$ cat src/rtl/textPixelPkg.sv
`timescale 1ns/1ps
package textPixelPkg;
  typedef struct packed {
    logic loadCharAddr;
    logic loadFontAddr;
    logic loadGlyph;
  } cellStrobes_t;
endpackage

$ cat src/rtl/textPixelCtrl.sv
`timescale 1ns/1ps
// Decodes the pixel phase within a cell into the fetch-schedule strobes.
module textPixelCtrl
  import textPixelPkg::*;
#(
  parameter int PHASE_W  = 3,
  parameter int CHAR_PH  = 0,
  parameter int FONT_PH  = 3,
  parameter int GLYPH_PH = 7
) (
  input  logic [PHASE_W-1:0] cellPhase,
  output cellStrobes_t       strobes
);
  localparam logic [PHASE_W-1:0] CharPhase  = PHASE_W'(CHAR_PH);
  localparam logic [PHASE_W-1:0] FontPhase  = PHASE_W'(FONT_PH);
  localparam logic [PHASE_W-1:0] GlyphPhase = PHASE_W'(GLYPH_PH);

  always_comb begin
    strobes.loadCharAddr = (cellPhase == CharPhase);
    strobes.loadFontAddr = (cellPhase == FontPhase);
    strobes.loadGlyph    = (cellPhase == GlyphPhase);
  end
endmodule

$ cat src/rtl/textPixelData.sv
`timescale 1ns/1ps
// Address registers, glyph-row holding register and pixel bit selection.
module textPixelData
  import textPixelPkg::*;
#(
  parameter int X_W         = 10,
  parameter int Y_W         = 10,
  parameter int CODE_W      = 8,
  parameter int CELL_W      = 8,
  parameter int COLS        = 80,
  parameter int CHAR_ADDR_W = 13,
  parameter int COLOR_CH    = 3
) (
  input  logic                          clk,
  input  logic                          rstN,
  input  cellStrobes_t                  strobes,
  input  logic [X_W-1:0]                xCount,
  input  logic [Y_W-1:0]                yCount,
  input  logic                          activeVideo,
  input  logic [CODE_W-1:0]             charData,
  input  logic [CELL_W-1:0]             fontData,
  output logic [CHAR_ADDR_W-1:0]        charAddr,
  output logic [CODE_W+$clog2(CELL_W)-1:0] fontAddr,
  output logic [COLOR_CH-1:0]           pixelRgb
);
  localparam int SHIFT  = $clog2(CELL_W);
  localparam int COL_W  = X_W - SHIFT;
  localparam int ROW_W  = Y_W - SHIFT;
  localparam int WIDE_W = X_W + Y_W;

  logic [COL_W-1:0]  nextCol;
  logic [ROW_W-1:0]  textRow;
  logic [WIDE_W-1:0] addrWide;
  logic [CELL_W-1:0] glyphRow;
  logic              pixBit;

  // Next column: the counter preset below zero wraps this to column 0.
  assign nextCol  = xCount[X_W-1:SHIFT] + COL_W'(1);
  assign textRow  = yCount[Y_W-1:SHIFT];
  assign addrWide = WIDE_W'(textRow) * WIDE_W'(COLS) + WIDE_W'(nextCol);

  always_ff @(posedge clk) begin
    if (!rstN) begin
      charAddr <= '0;
      fontAddr <= '0;
      glyphRow <= '0;
    end else begin
      if (strobes.loadCharAddr) charAddr <= addrWide[CHAR_ADDR_W-1:0];
      if (strobes.loadFontAddr) fontAddr <= {charData, yCount[SHIFT-1:0]};
      if (strobes.loadGlyph)    glyphRow <= fontData;
    end
  end

  // Leftmost pixel is the most significant bit of the glyph row.
  assign pixBit = glyphRow[~xCount[SHIFT-1:0]];

  for (genvar ch = 0; ch < COLOR_CH; ch++) begin : g_chan
    assign pixelRgb[ch] = activeVideo & pixBit;
  end
endmodule

$ cat src/rtl/textPixelGen.sv
`timescale 1ns/1ps
module textPixelGen
  import textPixelPkg::*;
#(
  parameter int X_W      = 10,
  parameter int Y_W      = 10,
  parameter int CODE_W   = 8,
  parameter int CELL_W   = 8,
  parameter int COLS     = 80,
  parameter int ROWS     = 60,
  parameter int MEM_LAT  = 1,
  parameter int COLOR_CH = 3,
  localparam int SHIFT       = $clog2(CELL_W),
  localparam int CHAR_ADDR_W = $clog2(COLS * ROWS),
  localparam int FONT_ADDR_W = CODE_W + SHIFT
) (
  input  logic                   clk,
  input  logic                   rstN,
  input  logic [X_W-1:0]         xCount,
  input  logic [Y_W-1:0]         yCount,
  input  logic                   activeVideo,
  output logic [CHAR_ADDR_W-1:0] charAddr,
  input  logic [CODE_W-1:0]      charData,
  output logic [FONT_ADDR_W-1:0] fontAddr,
  input  logic [CELL_W-1:0]      fontData,
  output logic [COLOR_CH-1:0]    pixelRgb
);
  // Schedule: address register, memory latency, one cycle of slack.
  localparam int CHAR_PH  = 0;
  localparam int FONT_PH  = CHAR_PH + MEM_LAT + 2;
  localparam int GLYPH_PH = CELL_W - 1;

  cellStrobes_t strobes;

  textPixelCtrl #(
    .PHASE_W (SHIFT),
    .CHAR_PH (CHAR_PH),
    .FONT_PH (FONT_PH),
    .GLYPH_PH(GLYPH_PH)
  ) i_ctrl (
    .cellPhase(xCount[SHIFT-1:0]),
    .strobes  (strobes)
  );

  textPixelData #(
    .X_W        (X_W),
    .Y_W        (Y_W),
    .CODE_W     (CODE_W),
    .CELL_W     (CELL_W),
    .COLS       (COLS),
    .CHAR_ADDR_W(CHAR_ADDR_W),
    .COLOR_CH   (COLOR_CH)
  ) i_data (
    .clk        (clk),
    .rstN       (rstN),
    .strobes    (strobes),
    .xCount     (xCount),
    .yCount     (yCount),
    .activeVideo(activeVideo),
    .charData   (charData),
    .fontData   (fontData),
    .charAddr   (charAddr),
    .fontAddr   (fontAddr),
    .pixelRgb   (pixelRgb)
  );
endmodule

$ cat config.mk
export PLATFORM = sky130hd
export DESIGN_NAME = textPixelGen
export DESIGN_NICKNAME = d
export VERILOG_FILES = /design/src/rtl/textPixelPkg.sv /design/src/rtl/textPixelCtrl.sv /design/src/rtl/textPixelData.sv /design/src/rtl/textPixelGen.sv
export SDC_FILE = /design/constraint.sdc
export NUM_CORES = 1
export LEC_CHECK = 0
export ABC_AREA = 1
export BUFFER_PORTS_ARGS = -buffer_cell sky130_fd_sc_hd__buf_2
export CORE_ASPECT_RATIO = 1.4
export CORE_UTILIZATION = 50
export CTS_CLUSTER_SIZE = 40
export DETAILED_ROUTE_END_ITERATION = 16
export PLACE_DENSITY = 0.83
export SYNTH_ARGS = -nofsm -noshare
export SYNTH_HDL_FRONTEND = slang
export SYNTH_SLANG_ARGS = --single-unit
$ cat constraint.sdc
create_clock -name clk -period 5.1 [get_ports clk]
set_input_delay 0.255 -clock clk [delete_from_list [all_inputs] [get_ports clk]]
set_output_delay 0.255 -clock clk [all_outputs]
set_load 0.02 [all_outputs]
Word level (Yosys, flattened, before mapping)
Cells that the tools add are included.
{"block": "word_totals", "register_bits": 32, "inputBits": 39, "wordCells": 14}
{"block": "op_classes", "add_sub_neg": 2, "multipliers": 1, "magnitude_cmp": 1, "eq_ne": 2, "mux": 2, "bitwise_logic": 2, "n_reduce_logical": 1}
{"cell": "$add 13x7->13", "n": 1}
{"cell": "$mul 7x3->9 const B", "n": 1}
{"cell": "$add 7x1->7 const B", "n": 1}
{"cell": "$lt 3x4->1 const B", "n": 1}
{"cell": "$bmux 1 s3", "n": 1}
{"cell": "$eq 3x2->1 const B", "n": 1}
{"cell": "$eq 3x3->1 const B", "n": 1}
{"cell": "$logic_not 3->1", "n": 1}
{"cell": "$not 3->3", "n": 1}
{"cell": "$and 1x1->1", "n": 1}
{"cell": "$mux 1", "n": 1}

Longest topological paths before layout
Gate-level depths: netlist of the first run.
{"block": "depth", "depth_word": 4, "mapped_depth": 15, "mapped_depth_nobuf": 15}

Hierarchy
A second synthesis of the first run with hierarchy kept.
{"block": "unflattened", "cells_unflattened": 254, "hier_area_um2": 1838.0}
{"mod": "textPixelData", "n_inst": 1, "cells_per_inst": 247, "area_each_um2": 1811.7, "seq_area_each_um2": 640.6}
{"mod": "textPixelCtrl", "n_inst": 1, "cells_per_inst": 7, "area_each_um2": 26.3, "seq_area_each_um2": 0.0}

Worst setup path before layout of the first run
OpenSTA, ideal clock, no wires.
{"block": "synth_timing", "kind": "input-to-reg", "startpoint": "input yCount[4]", "endpoint": "register i_data.charAddr[12]", "arrival_time_ns": 1.959, "required_time_ns": 4.991, "setup_slack_ns": 3.032, "path_stages": 11, "n_path_buf": 0, "path_cell_list": "ha_1 ha_1 fa_1 xor2_2 nand3_1 nor2_2 nand2_1 nand2_1 nand3_1 nand2_1 inv_1"}
{"block": "synth_between", "elab_chain_len": 2}
{"element": "start, declared", "line_no": "textPixelGen.sv:20", "rtl": "input logic [Y_W-1:0] yCount,"}
{"element": "$mul 7x3->9", "line_no": "textPixelData.sv:40", "rtl": "assign addrWide = WIDE_W'(textRow) * WIDE_W'(COLS) + WIDE_W'(nextCol);"}
{"element": "$add 13x7->13", "line_no": "textPixelData.sv:40"}
{"element": "end signal, assigned", "line_no": "textPixelData.sv:48", "rtl": "if (strobes.loadCharAddr) charAddr <= addrWide[CHAR_ADDR_W-1:0];"}
{"element": "end, declared", "line_no": "textPixelData.sv:22", "rtl": "output logic [CHAR_ADDR_W-1:0] charAddr,"}
Every way passes these cells.
A chain may end at the register's enable or synchronous reset.

Worst setup path in the final report of the first run
Same ends and word-level chain as after synthesis.

==> impl_metrics.csv, run 1 <==
group,metric,value,unit
clock_tree,cts-root-buf,"clkbuf_8",
power,power_density,288,mW/mm²
finish,drive_gt1_frac,0.265,
worst_setup_path,cp_common_cell,"nand2_1",
clock_tree,postCtsSetupRepairBufs,0,
floorplan,die_x,53.1,µm
finish,final_util,0.657,
worst_setup_path,crit_path_top_delay_cell,"fa_1",
floorplan,die_height,73.5,µm
clock_tree,clk_latency,270,ps
finish,nNetsFinal,360,
job,drv_cap,0,
detailed_routing,wl,3.72,mm
clock_tree,cts-hold-fix-buffers,0,
clock_tree,htreeDepth,2,
worst_setup_path,crit_chain,"buf_2 -> ha_1 -> ha_1 -> fa_1 -> nand2_1 -> inv_1 -> nand3_1 -> nor2_2 -> nand2_1 -> nand2_1 -> nand3_1 -> nand2_1 -> inv_1",
clock_tree,clkSinkCount,32,
floorplan,coreArea,0.00344,mm²
synth,yosysUniqueCellTypes,28,
sta,maxSlewHeadroom,0.513,
finish,area_growth,23.6,%
sta,fmax,473,MHz
floorplan,ioPinCount,66,
grt,antenna_found_initial,0,
power,ir_drop,235,µV
sta,worstMarginPinSlew,728,ps
placement,dpl.hpwl,2.93,mm
sta,period_needed,2110,ps
synth,yosysWarnings,0,
worst_setup_path,critPathCaptureType,"flop",
sta,fin_setup_tns,0,ps
worst_setup_path,max_stage_delay,590,ps
detailed_routing,dr.pass1.iters,4,
grt,grt_overflow,0,
power,cellLeakagePower,1.18,nW
synth,synthesis.nets,297,
placement,place_congestion,0.763,
synth,syn_inst,242,
sta,period_share,0.415,
grt,grt_max_degree,28,
clock_tree,path_clk_slew,60,ps
placement,numPortBuffers,65,
clock_tree,cts_resized,0,
floorplan,rows,25,
grt,grt_use_total,0.221,
worst_setup_path,worstSetupStartpointType,"input port",
worst_setup_path,critical_path_arrival,2290,ps
clock_tree,cts_buffers,5,
synth,avgSynthCellArea,7.55,µm²
detailed_routing,drt_iter0_drc,15,
synth,syn_area,0.00183,mm²
clock_tree,cts_tree,"built",
sta,setup_viol,0,
detailed_routing,ant_nets,0,
worst_setup_path,required,5270,ps
grt,first_global_vias,1619,
clock_tree,clock_path_buffers,2,
finish,n_antenna_cell,0,
grt,grt_pass1_wl,6.34,mm
synth,ys_seq_area_frac,0.350,
detailed_routing,vias_per_cell,5.03,
sta,hold_viol_final,0,
floorplan,fp.dieArea,0.00391,mm²
detailed_routing,wire_per_inst,10.8,µm
detailed_routing,drc,0,
detailed_routing,vias,1739,
worst_setup_path,critPathMaxFanout,3,
synth,ys_ff_latch,32,
sta,rsz0062_at_grt,"false",
floorplan,start_util,0.531,
sta,fin_worst_skew,0,ps
sta,maxSlewViolCount,0,
hold_path,hp-class,"input port to flop",
worst_setup_path,worst-setup-path-type,"input port to flop",
run_status,status,"finished clean",
finish,final.fill_count,331,
-- area by class of cell --
type                       instances  area (µm²)  area share
multi-input combinational        175        1040       0.460
clock inverter                     2        35.0      0.0155
clock buffer                       6        72.6      0.0321
timing repair buffer              65         325       0.144
inverter                          26        97.6      0.0432
sequential                        32         641       0.283
tap                               40        50.0      0.0221
-- cells in the mapped netlist, drive strengths merged --
cell,number,area (µm²)
o211a,1,10.0
dfxtp,32,641
and2,1,6.26
nand3b,1,7.51
nand2,27,109
nand3,14,70.1
o21ai,36,180
ha,14,175
inv,26,97.6
nor2,45,171
xor2,6,78.8
a21oi,18,90.1
or2,1,6.26
xnor2,5,43.8
buf,5,36.3
nand4,3,33.8
clkbuf,4,15.0
fa,2,40.0
nor3,1,16.3
-- cells by family (layout without fill, tap and decap cells) --
logic type,Yosys count,in the layout,share of synthesized area
flops,32,32,0.350
simple gates,93,93,0.230
xor+xnor,11,11,0.0671
compound gates,55,55,0.153
buf+inv,35,99,0.0814
fa+ha+maj,16,16,0.118
-- stage by stage --
step / cell area [µm²] / hold slack [ps] / worst slack, ps / std cells / power, mW
3_5_place_dp: 2150 / 436 / 2710 / 338 / 0.429
4_1_cts: 2260 / 191 / 3000 / 346 / 0.658
2_1_floorplan: 1830 / 345 / 3030 / 242 / 0.384
5_1_grt: 2260 / 199 / 2800 / 346 / 0.693
6_report: 2260 / 199 / 2990 / 346 / 0.652
3_3_place_gp: 2150 / 431 / 2800 / 338 / 0.425
-- worst max-delay path: cells and delay by family --
| kind | cells | cell delay [ps] |
|---|---|---|
| adders and majority gates | 3 | 1130 |
| and+or+nand+nor | 7 | 620 |
| buffers and inverters | 3 | 260 |
-- layout by cell type, fill, tap and decap left out, types with 2 or more instances in the layout --
master / Yosys / routed
o21ai_0: 20 / 20
ha_1: 14 / 14
nor2_1: 44 / 44
clkbuf_8: 0 / 5
xor2_1: 4 / 4
fa_1: 2 / 2
nand3_1: 14 / 14
xnor2_1: 5 / 5
buf_2: 2 / 65
nand2_2: 3 / 3
nand4_1: 2 / 2
inv_1: 25 / 25
dfxtp_1: 32 / 32
a21oi_1: 18 / 18
o21ai_1: 16 / 16
nand2_1: 24 / 24
-- report_power, final --
part           switching (mW)  internal (mW)  leakage (nW)  total, mW
clock                  0.0835          0.145        0.0552      0.228
sequential            0.00546          0.263         0.262      0.269
combinational          0.0919         0.0627         0.865      0.155
total                   0.181          0.471          1.18      0.652
-- metal layers --
metal / routed length (µm) / vias to the layer above / global-route usage
li1: - / 912 / -
met1: 1430 / 773 / 0.201
met2: 2020 / 47 / 0.435
met3: 176 / 7 / 0.0414
met4: 99 / 0 / 0.117
met5: 0 / - / 0
-- path summary, 6_finish.rpt --
check | start | end | slack, ps | cells past startpoint
max | yCount[4] | i_data.charAddr[12] | 2990 | 13
min | xCount[3] | i_data.charAddr[0] | 200 | 2
max reg2reg | i_data.charAddr[6] | i_data.charAddr[6] | 4390 | 2
min reg2reg | i_data.glyphRow[7] | i_data.glyphRow[7] | 440 | 2
-- flip-flops by register name (all words and copies together) (netlist names) --
register,flops
i_data.glyphRow,8
i_data.charAddr,13
i_data.fontAddr,11
Power figures use the tool's default switching activity.
==> run 2, diff against run 1 <==
--- a/config.mk
+++ b/config.mk
@@ -5,13 +5,13 @@
 export SDC_FILE = /design/constraint.sdc
 export NUM_CORES = 1
 export LEC_CHECK = 0
-export ABC_AREA = 1
+export ABC_AREA = 0
 export BUFFER_PORTS_ARGS = -buffer_cell sky130_fd_sc_hd__buf_2
 export CORE_ASPECT_RATIO = 1.4
-export CORE_UTILIZATION = 50
+export CORE_UTILIZATION = 48
 export CTS_CLUSTER_SIZE = 40
 export DETAILED_ROUTE_END_ITERATION = 16
-export PLACE_DENSITY = 0.83
+export PLACE_DENSITY = 0.82
 export SYNTH_ARGS = -nofsm -noshare
 export SYNTH_HDL_FRONTEND = slang
 export SYNTH_SLANG_ARGS = --single-unit
==> constraint.sdc (replaced) <==
create_clock -name clk -period 2 [get_ports clk]
set_input_delay 0.1 -clock clk [delete_from_list [all_inputs] [get_ports clk]]
set_output_delay 0.1 -clock clk [all_outputs]
set_load 0.02 [all_outputs]
==> run 2 against run 1 <==
Effect of this change: largest power group unchanged; via count fell by 9.3%; core utilization rose by 1.6 points; synthesized cell count down 21%; die area fell by 2.0%; cell count fell by 11%; combinational power grew to 2.7 times the previous value; highest routed layer unchanged; worst setup slack got worse by 2900 ps; routed wire length fell by 2.8%; clock power is 120% higher.
==> impl_metrics.csv, run 2 <==
group,metric,value,unit
finish,final_common_cell,"buf_2",
power,cellLeakagePower,1.11,nW
clock_tree,cts-root-buf,"clkbuf_8",
synth,yosys.area_share.adder,0.125,
clock_tree,cts_buffers,5,
clock_tree,cts_tree,"built",
power,power_frac_clock,0.313,
synth,synthXorXnorAreaFrac,0.0691,
sta,worstMarginPinSlew,654,ps
clock_tree,path_clk_slew,60,ps
grt,grt_overflow,0,
job,drv_cap,0,
detailed_routing,drc,0,
synth,yosysUniqueCellTypes,34,
grt,first_global_vias,1528,
finish,regMostFlops,"i_data.charAddr",
synth,synth_top_area_share,0.373,
hold_path,hp-class,"input port to flop",
sta,period_needed,1940,ps
detailed_routing,vias,1577,
sta,fin_worst_skew,0,ps
synth,syn_area,0.00172,mm²
sta,period_share,0.971,
sta,hold_viol_final,0,
worst_setup_path,critPathCaptureType,"flop",
worst_setup_path,reg2reg_depth,2,
synth,synth_compound_area_frac,0.156,
worst_setup_path,crit_chain,"buf_2 -> ha_1 -> ha_2 -> fa_2 -> a211oi_2 -> o22ai_2 -> nor4b_4 -> xor3_1 -> a21oi_1",
finish,largestRegisters,"i_data.charAddr x13, i_data.fontAddr x11, i_data.glyphRow x8",
detailed_routing,dr.pass1.iters,4,
floorplan,rows,25,
synth,ys_seq_area_frac,0.373,
finish,nNetsFinal,322,
finish,n_antenna_cell,0,
clock_tree,clock_path_buffers,2,
finish,final_util,0.673,
sta,fmax,515,MHz
finish,area_growth,33.4,%
sta,maxSlewViolCount,0,
worst_setup_path,r2r_end,"i_data.charAddr[3]",
clock_tree,cts-hold-fix-buffers,0,
detailed_routing,vias_per_cell,5.12,
synth,ys.flop_type,"dfxtp_1",
worst_setup_path,reg2reg_from,"i_data.charAddr[3]",
clock_tree,clkSinkCount,32,
floorplan,coreArea,0.00341,mm²
sta,maxSlewHeadroom,0.562,
power,switching_share,0.286,
synth,avgSynthCellArea,9.00,µm²
grt,grt_pass1_wl,6.11,mm
placement,dp_cells,300,
finish,final.fill_count,300,
finish,largest_reg_flops,13,
floorplan,fp.dieArea,0.00383,mm²
floorplan,ioPinCount,66,
worst_setup_path,critPathMaxFanout,2,
placement,dpl.hpwl,2.78,mm
worst_setup_path,cp-startpoint,"yCount[4]",
worst_setup_path,rrSetupSlack,1270,ps
placement,numPortBuffers,65,
grt,grt_max_degree,31,
clock_tree,cts_resized,0,
power,ir_drop,609,µV
finish,final_cell_count_no_fill,308,
synth,syn_inst,191,
power,p_sw,455,µW
synth,ys_ff_latch,32,
power,pwr-share-comb,0.262,
sta,setup_viol,0,
floorplan,start_util,0.504,
worst_setup_path,crit_path_top_delay_cell,"fa_2",
clock_tree,postCtsSetupRepairBufs,0,
sta,rsz0062_at_grt,"true",
placement,place_congestion,0.796,
finish,final_cell_mix,"65 x buf_2, 35 x nand2_1, 32 x dfxtp_1, 22 x nor2_1, 19 x a21oi_1",
worst_setup_path,worst-setup-path-type,"input port to flop",
power,seqPwrFrac,0.424,
floorplan,die_height,72.8,µm
synth,synthMuxAreaShare,0.0786,
floorplan,die_x,52.6,µm
sta,whs,29.0,ps
grt,grt_use_total,0.215,
clock_tree,htreeDepth,2,
synth,synthSimpleGateAreaFrac,0.172,
synth,yosysMostFrequentCell,"nand2_1",
worst_setup_path,max_stage_delay,380,ps
worst_setup_path,worstSetupStartpointType,"input port",
synth,synthTopCellsByArea,"dfxtp_1 37%, ha_1 10%, nand2_1 7.6%, a21oi_1 5.5%, mux2i_1 5.2%",
power,internal-power,1.14,mW
detailed_routing,ant_nets,0,
synth,synth.largest_area_cell,"dfxtp_1",
detailed_routing,wl,3.62,mm
detailed_routing,drt_iter0_drc,12,
synth,yosysWarnings,0,
synth,synthTopCellsByCount,"35 x nand2_1, 32 x dfxtp_1, 22 x nor2_1",
detailed_routing,wire_per_inst,11.7,µm
grt,antenna_found_initial,0,
run_status,status,"finished clean",
worst_setup_path,critical_path_arrival,2160,ps
synth,synth_edf_count,0,
synth,synth_top_family_by_area,"simple AND/OR/NAND/NOR gates",
clock_tree,clk_latency,280,ps
worst_setup_path,crit_end,"i_data.charAddr[12]",
power,power_density,694,mW/mm²
finish,drive_gt1_frac,0.396,
synth,synthesis.nets,246,
worst_setup_path,required,2210,ps
synth,synthArstFlopShare,0,
-- run 2: cell families (layout without fill, tap and decap cells) --
logic type	after synthesis	count (layout)
AND/OR/NAND/NOR	69	69
AO/OA/AOI/OAI	42	42
flip-flops	32	32
adder cells (fa/ha/maj)	16	16
XOR/XNOR	11	11
multiplexers	11	11
buffers and inverters	10	87
-- run 2: critical path, delay by kind of cell --
| family | cells | cell delay [ps] |
|---|---|---|
| AOI/OAI and AO/OA | 3 | 550 |
| xor gates and xnor gates | 1 | 270 |
| adders and majority gates | 3 | 890 |
| buffers and inverters | 1 | 110 |
| and+or+nand+nor | 1 | 240 |
-- run 2: per-layer routing --
layer / up-vias / wire [µm] / global-route usage
met5: - / 0 / 0
met4: 0 / 112 / 0.146
met3: 8 / 255 / 0.0500
met2: 61 / 1780 / 0.373
met1: 694 / 1470 / 0.220
li1: 814 / - / -
-- run 2: cell type report --
cell class,instances,area (µm²),area share
tap,40,50.0,0.0218
sequential,32,641,0.279
timing repair buffer,78,423,0.184
clock buffer,6,82.6,0.0360
inverter,1,3.75,0.00164
multi-input combinational,149,1080,0.472
clock inverter,2,10.0,0.00436
-- run 2: how the worst min path moves through the flow --
stage	startpoint	endpoint	slack, ps	cells after the start
6_report	xCount[3]	i_data.charAddr[0]	30	2
5_1_grt	xCount[3]	i_data.charAddr[0]	30	2
4_1_cts	xCount[3]	i_data.charAddr[0]	20	2
3_5_place_dp	xCount[3]	i_data.charAddr[0]	320	2
3_3_place_gp	xCount[3]	i_data.charAddr[0]	310	2
2_1_floorplan	xCount[3]	i_data.charAddr[0]	200	1
-- run 2: power groups by stage --
stage	Combinational, mW	Clock, mW	Sequential [mW]
4_1_cts	0.406	0.517	0.675
3_3_place_gp	0.392	0	0.688
6_report	0.418	0.499	0.675
3_5_place_dp	0.402	0	0.689
5_1_grt	0.463	0.550	0.678
2_1_floorplan	0.232	0	0.715
-- run 2: stage by stage --
step / setup TNS, ps / total power, mW / setup slack (ps) / area [µm²]
6_report: 0 / 1.59 / 58.0 / 2290
5_1_grt: -27.8 / 1.69 / -27.8 / 2290
4_1_cts: 0 / 1.60 / 42.5 / 2260
3_5_place_dp: -432 / 1.09 / -222 / 2170
3_3_place_gp: -232 / 1.08 / -129 / 2170
2_1_floorplan: -14.1 / 0.947 / -14.1 / 1730
==> run 3, diff against run 2 <==
--- a/config.mk
+++ b/config.mk
@@ -7,8 +7,10 @@
 export LEC_CHECK = 0
 export ABC_AREA = 0
 export BUFFER_PORTS_ARGS = -buffer_cell sky130_fd_sc_hd__buf_2
+export CELL_PAD_IN_SITES_DETAIL_PLACEMENT = 0
+export CELL_PAD_IN_SITES_GLOBAL_PLACEMENT = 1
 export CORE_ASPECT_RATIO = 1.4
-export CORE_UTILIZATION = 48
+export CORE_UTILIZATION = 35
 export CTS_CLUSTER_SIZE = 40
 export DETAILED_ROUTE_END_ITERATION = 16
 export PLACE_DENSITY = 0.82
==> run 3 against run 2 <==
Effect of this change: design area rose by 1.1%; global-route usage is 6.1 points lower; die area is 36% higher; power up 5.5%; highest routed layer unchanged.
==> impl_metrics.csv, run 3 (same netlist as run 2, synthesis figures left out) <==
group,metric,value,unit
sta,maxSlewViolCount,0,
placement,dpl.hpwl,2.96,mm
detailed_routing,drt_iter0_drc,33,
placement,numPortBuffers,65,
power,p_sw,448,µW
job,drv_cap,0,
clock_tree,path_clk_slew,70,ps
clock_tree,clk_latency,280,ps
power,switching_share,0.267,
clock_tree,cts-hold-fix-buffers,0,
clock_tree,clkSinkCount,32,
floorplan,coreArea,0.00461,mm²
hold_path,hp-class,"input port to flop",
sta,setup_viol,0,
finish,n_antenna_cell,0,
finish,area_growth,34.9,%
power,internal-power,1.23,mW
detailed_routing,topRoutingLayerUsed,"met4",
worst_setup_path,worstSetupStartpointType,"input port",
worst_setup_path,worst-setup-path-type,"input port to flop",
floorplan,fp.dieArea,0.00520,mm²
finish,final_common_cell,"buf_2",
detailed_routing,wire_per_inst,11.1,µm
detailed_routing,vias_per_cell,4.68,
detailed_routing,drc,0,
finish,nNetsFinal,324,
finish,final.fill_count,449,
floorplan,rows,29,
sta,period_needed,1870,ps
sta,period_share,0.933,
sta,fin_setup_tns,0,ps
power,ir_drop,269,µV
sta,rsz0062_at_grt,"false",
finish,largestRegisters,"i_data.charAddr x13, i_data.fontAddr x11, i_data.glyphRow x8",
clock_tree,clock_path_buffers,2,
placement,place_congestion,0.786,
power,power_frac_clock,0.356,
worst_setup_path,required,2210,ps
power,pwr-share-comb,0.242,
finish,final_cell_mix,"65 x buf_2, 35 x nand2_1, 32 x dfxtp_1, 22 x nor2_1, 19 x a21oi_1",
worst_setup_path,critical_path_arrival,2080,ps
worst_setup_path,critPathCaptureType,"flop",
sta,hold_viol_final,0,
finish,drive_gt1_frac,0.378,
clock_tree,postCtsSetupRepairBufs,0,
power,power_density,724,mW/mm²
worst_setup_path,crit_path_top_delay_cell,"fa_2",
detailed_routing,wl_met3,191,µm
floorplan,die_x,61.2,µm
floorplan,start_util,0.373,
detailed_routing,wl,3.67,mm
detailed_routing,vias,1554,
worst_setup_path,critPathMaxFanout,2,
placement,dp_cells,324,
grt,antenna_found_initial,0,
sta,fin_worst_skew,0,ps
clock_tree,htreeDepth,2,
detailed_routing,wl_met2,1.91,mm
grt,grt_pass1_wl,6.02,mm
clock_tree,cts_buffers,5,
detailed_routing,wl_met1,1.51,mm
clock_tree,cts-root-buf,"clkbuf_8",
clock_tree,cts_tree,"built",
worst_setup_path,max_stage_delay,370,ps
detailed_routing,dr.pass1.iters,4,
grt,grt_max_degree,22,
grt,grt_overflow,0,
sta,whs,25.5,ps
sta,worstMarginPinSlew,682,ps
floorplan,die_height,84.9,µm
finish,largest_reg_flops,13,
power,seqPwrFrac,0.402,
sta,maxSlewHeadroom,0.543,
grt,grt_use_total,0.154,
clock_tree,cts_resized,0,
finish,regMostFlops,"i_data.charAddr",
floorplan,ioPinCount,66,
detailed_routing,ant_nets,0,
grt,first_global_vias,1463,
sta,fmax,536,MHz
finish,final_cell_count_no_fill,332,
run_status,status,"finished clean",
power,cellLeakagePower,1.11,nW
worst_setup_path,crit_chain,"buf_2 -> ha_1 -> ha_2 -> fa_2 -> a211oi_2 -> o22ai_1 -> nor4b_2 -> xor3_1 -> a21oi_1",
run 3: final timing paths:
| check | from | to | slack, ps | cells after the start |
|---|---|---|---|---|
| max | yCount[4] | i_data.charAddr[12] | 130 | 9 |
| min | xCount[3] | i_data.charAddr[0] | 30 | 2 |
| max reg2reg | i_data.charAddr[11] | i_data.charAddr[11] | 1340 | 2 |
| min reg2reg | i_data.fontAddr[2] | i_data.fontAddr[2] | 450 | 2 |
run 3: cell type report:
class / count / area (µm²) / area share
well taps: 62 / 77.6 / 0.0335
multi-input cells: 149 / 1050 / 0.453
repair buffers: 80 / 438 / 0.189
flip-flops and latches: 32 / 641 / 0.276
clock buffers: 6 / 72.6 / 0.0313
inverters: 1 / 3.75 / 0.00162
clock inverters: 2 / 35.0 / 0.0151
run 3: per-layer routing:
layer	vias up	track usage
li1	820	-
met5	-	0
met3	4	0.0442
met2	42	0.279
met1	688	0.155
met4	0	0.0682
run 3: through the flow:
| step | utilization | setup WS [ps] | cell area (µm²) | power [mW] |
|---|---|---|---|---|
| detailed placement | 0.479 | -186 | 2210 | 1.10 |
| finish | 0.503 | 134 | 2320 | 1.68 |
| global placement | 0.479 | -118 | 2210 | 1.09 |
| CTS | 0.503 | 109 | 2320 | 1.71 |
| floorplan | - | -14.1 | 1730 | 0.947 |
| global route | 0.503 | 2.33 | 2320 | 1.79 |
run 3: worst max-delay path, delay by kind of cell:
family	cells	cell delay [ps]
and+or+nand+nor	1	260
buffers and inverters	1	100
xor gates and xnor gates	1	260
AOI/OAI and AO/OA	3	500
adders and majority gates	3	860
run 3: power groups by stage:
stage	clock (mW)	sequential, mW	combinational, mW
5_1_grt	0.655	0.678	0.455
3_5_place_dp	0	0.690	0.409
4_1_cts	0.624	0.676	0.412
2_1_floorplan	0	0.715	0.232
3_3_place_gp	0	0.689	0.405
6_report	0.597	0.676	0.406
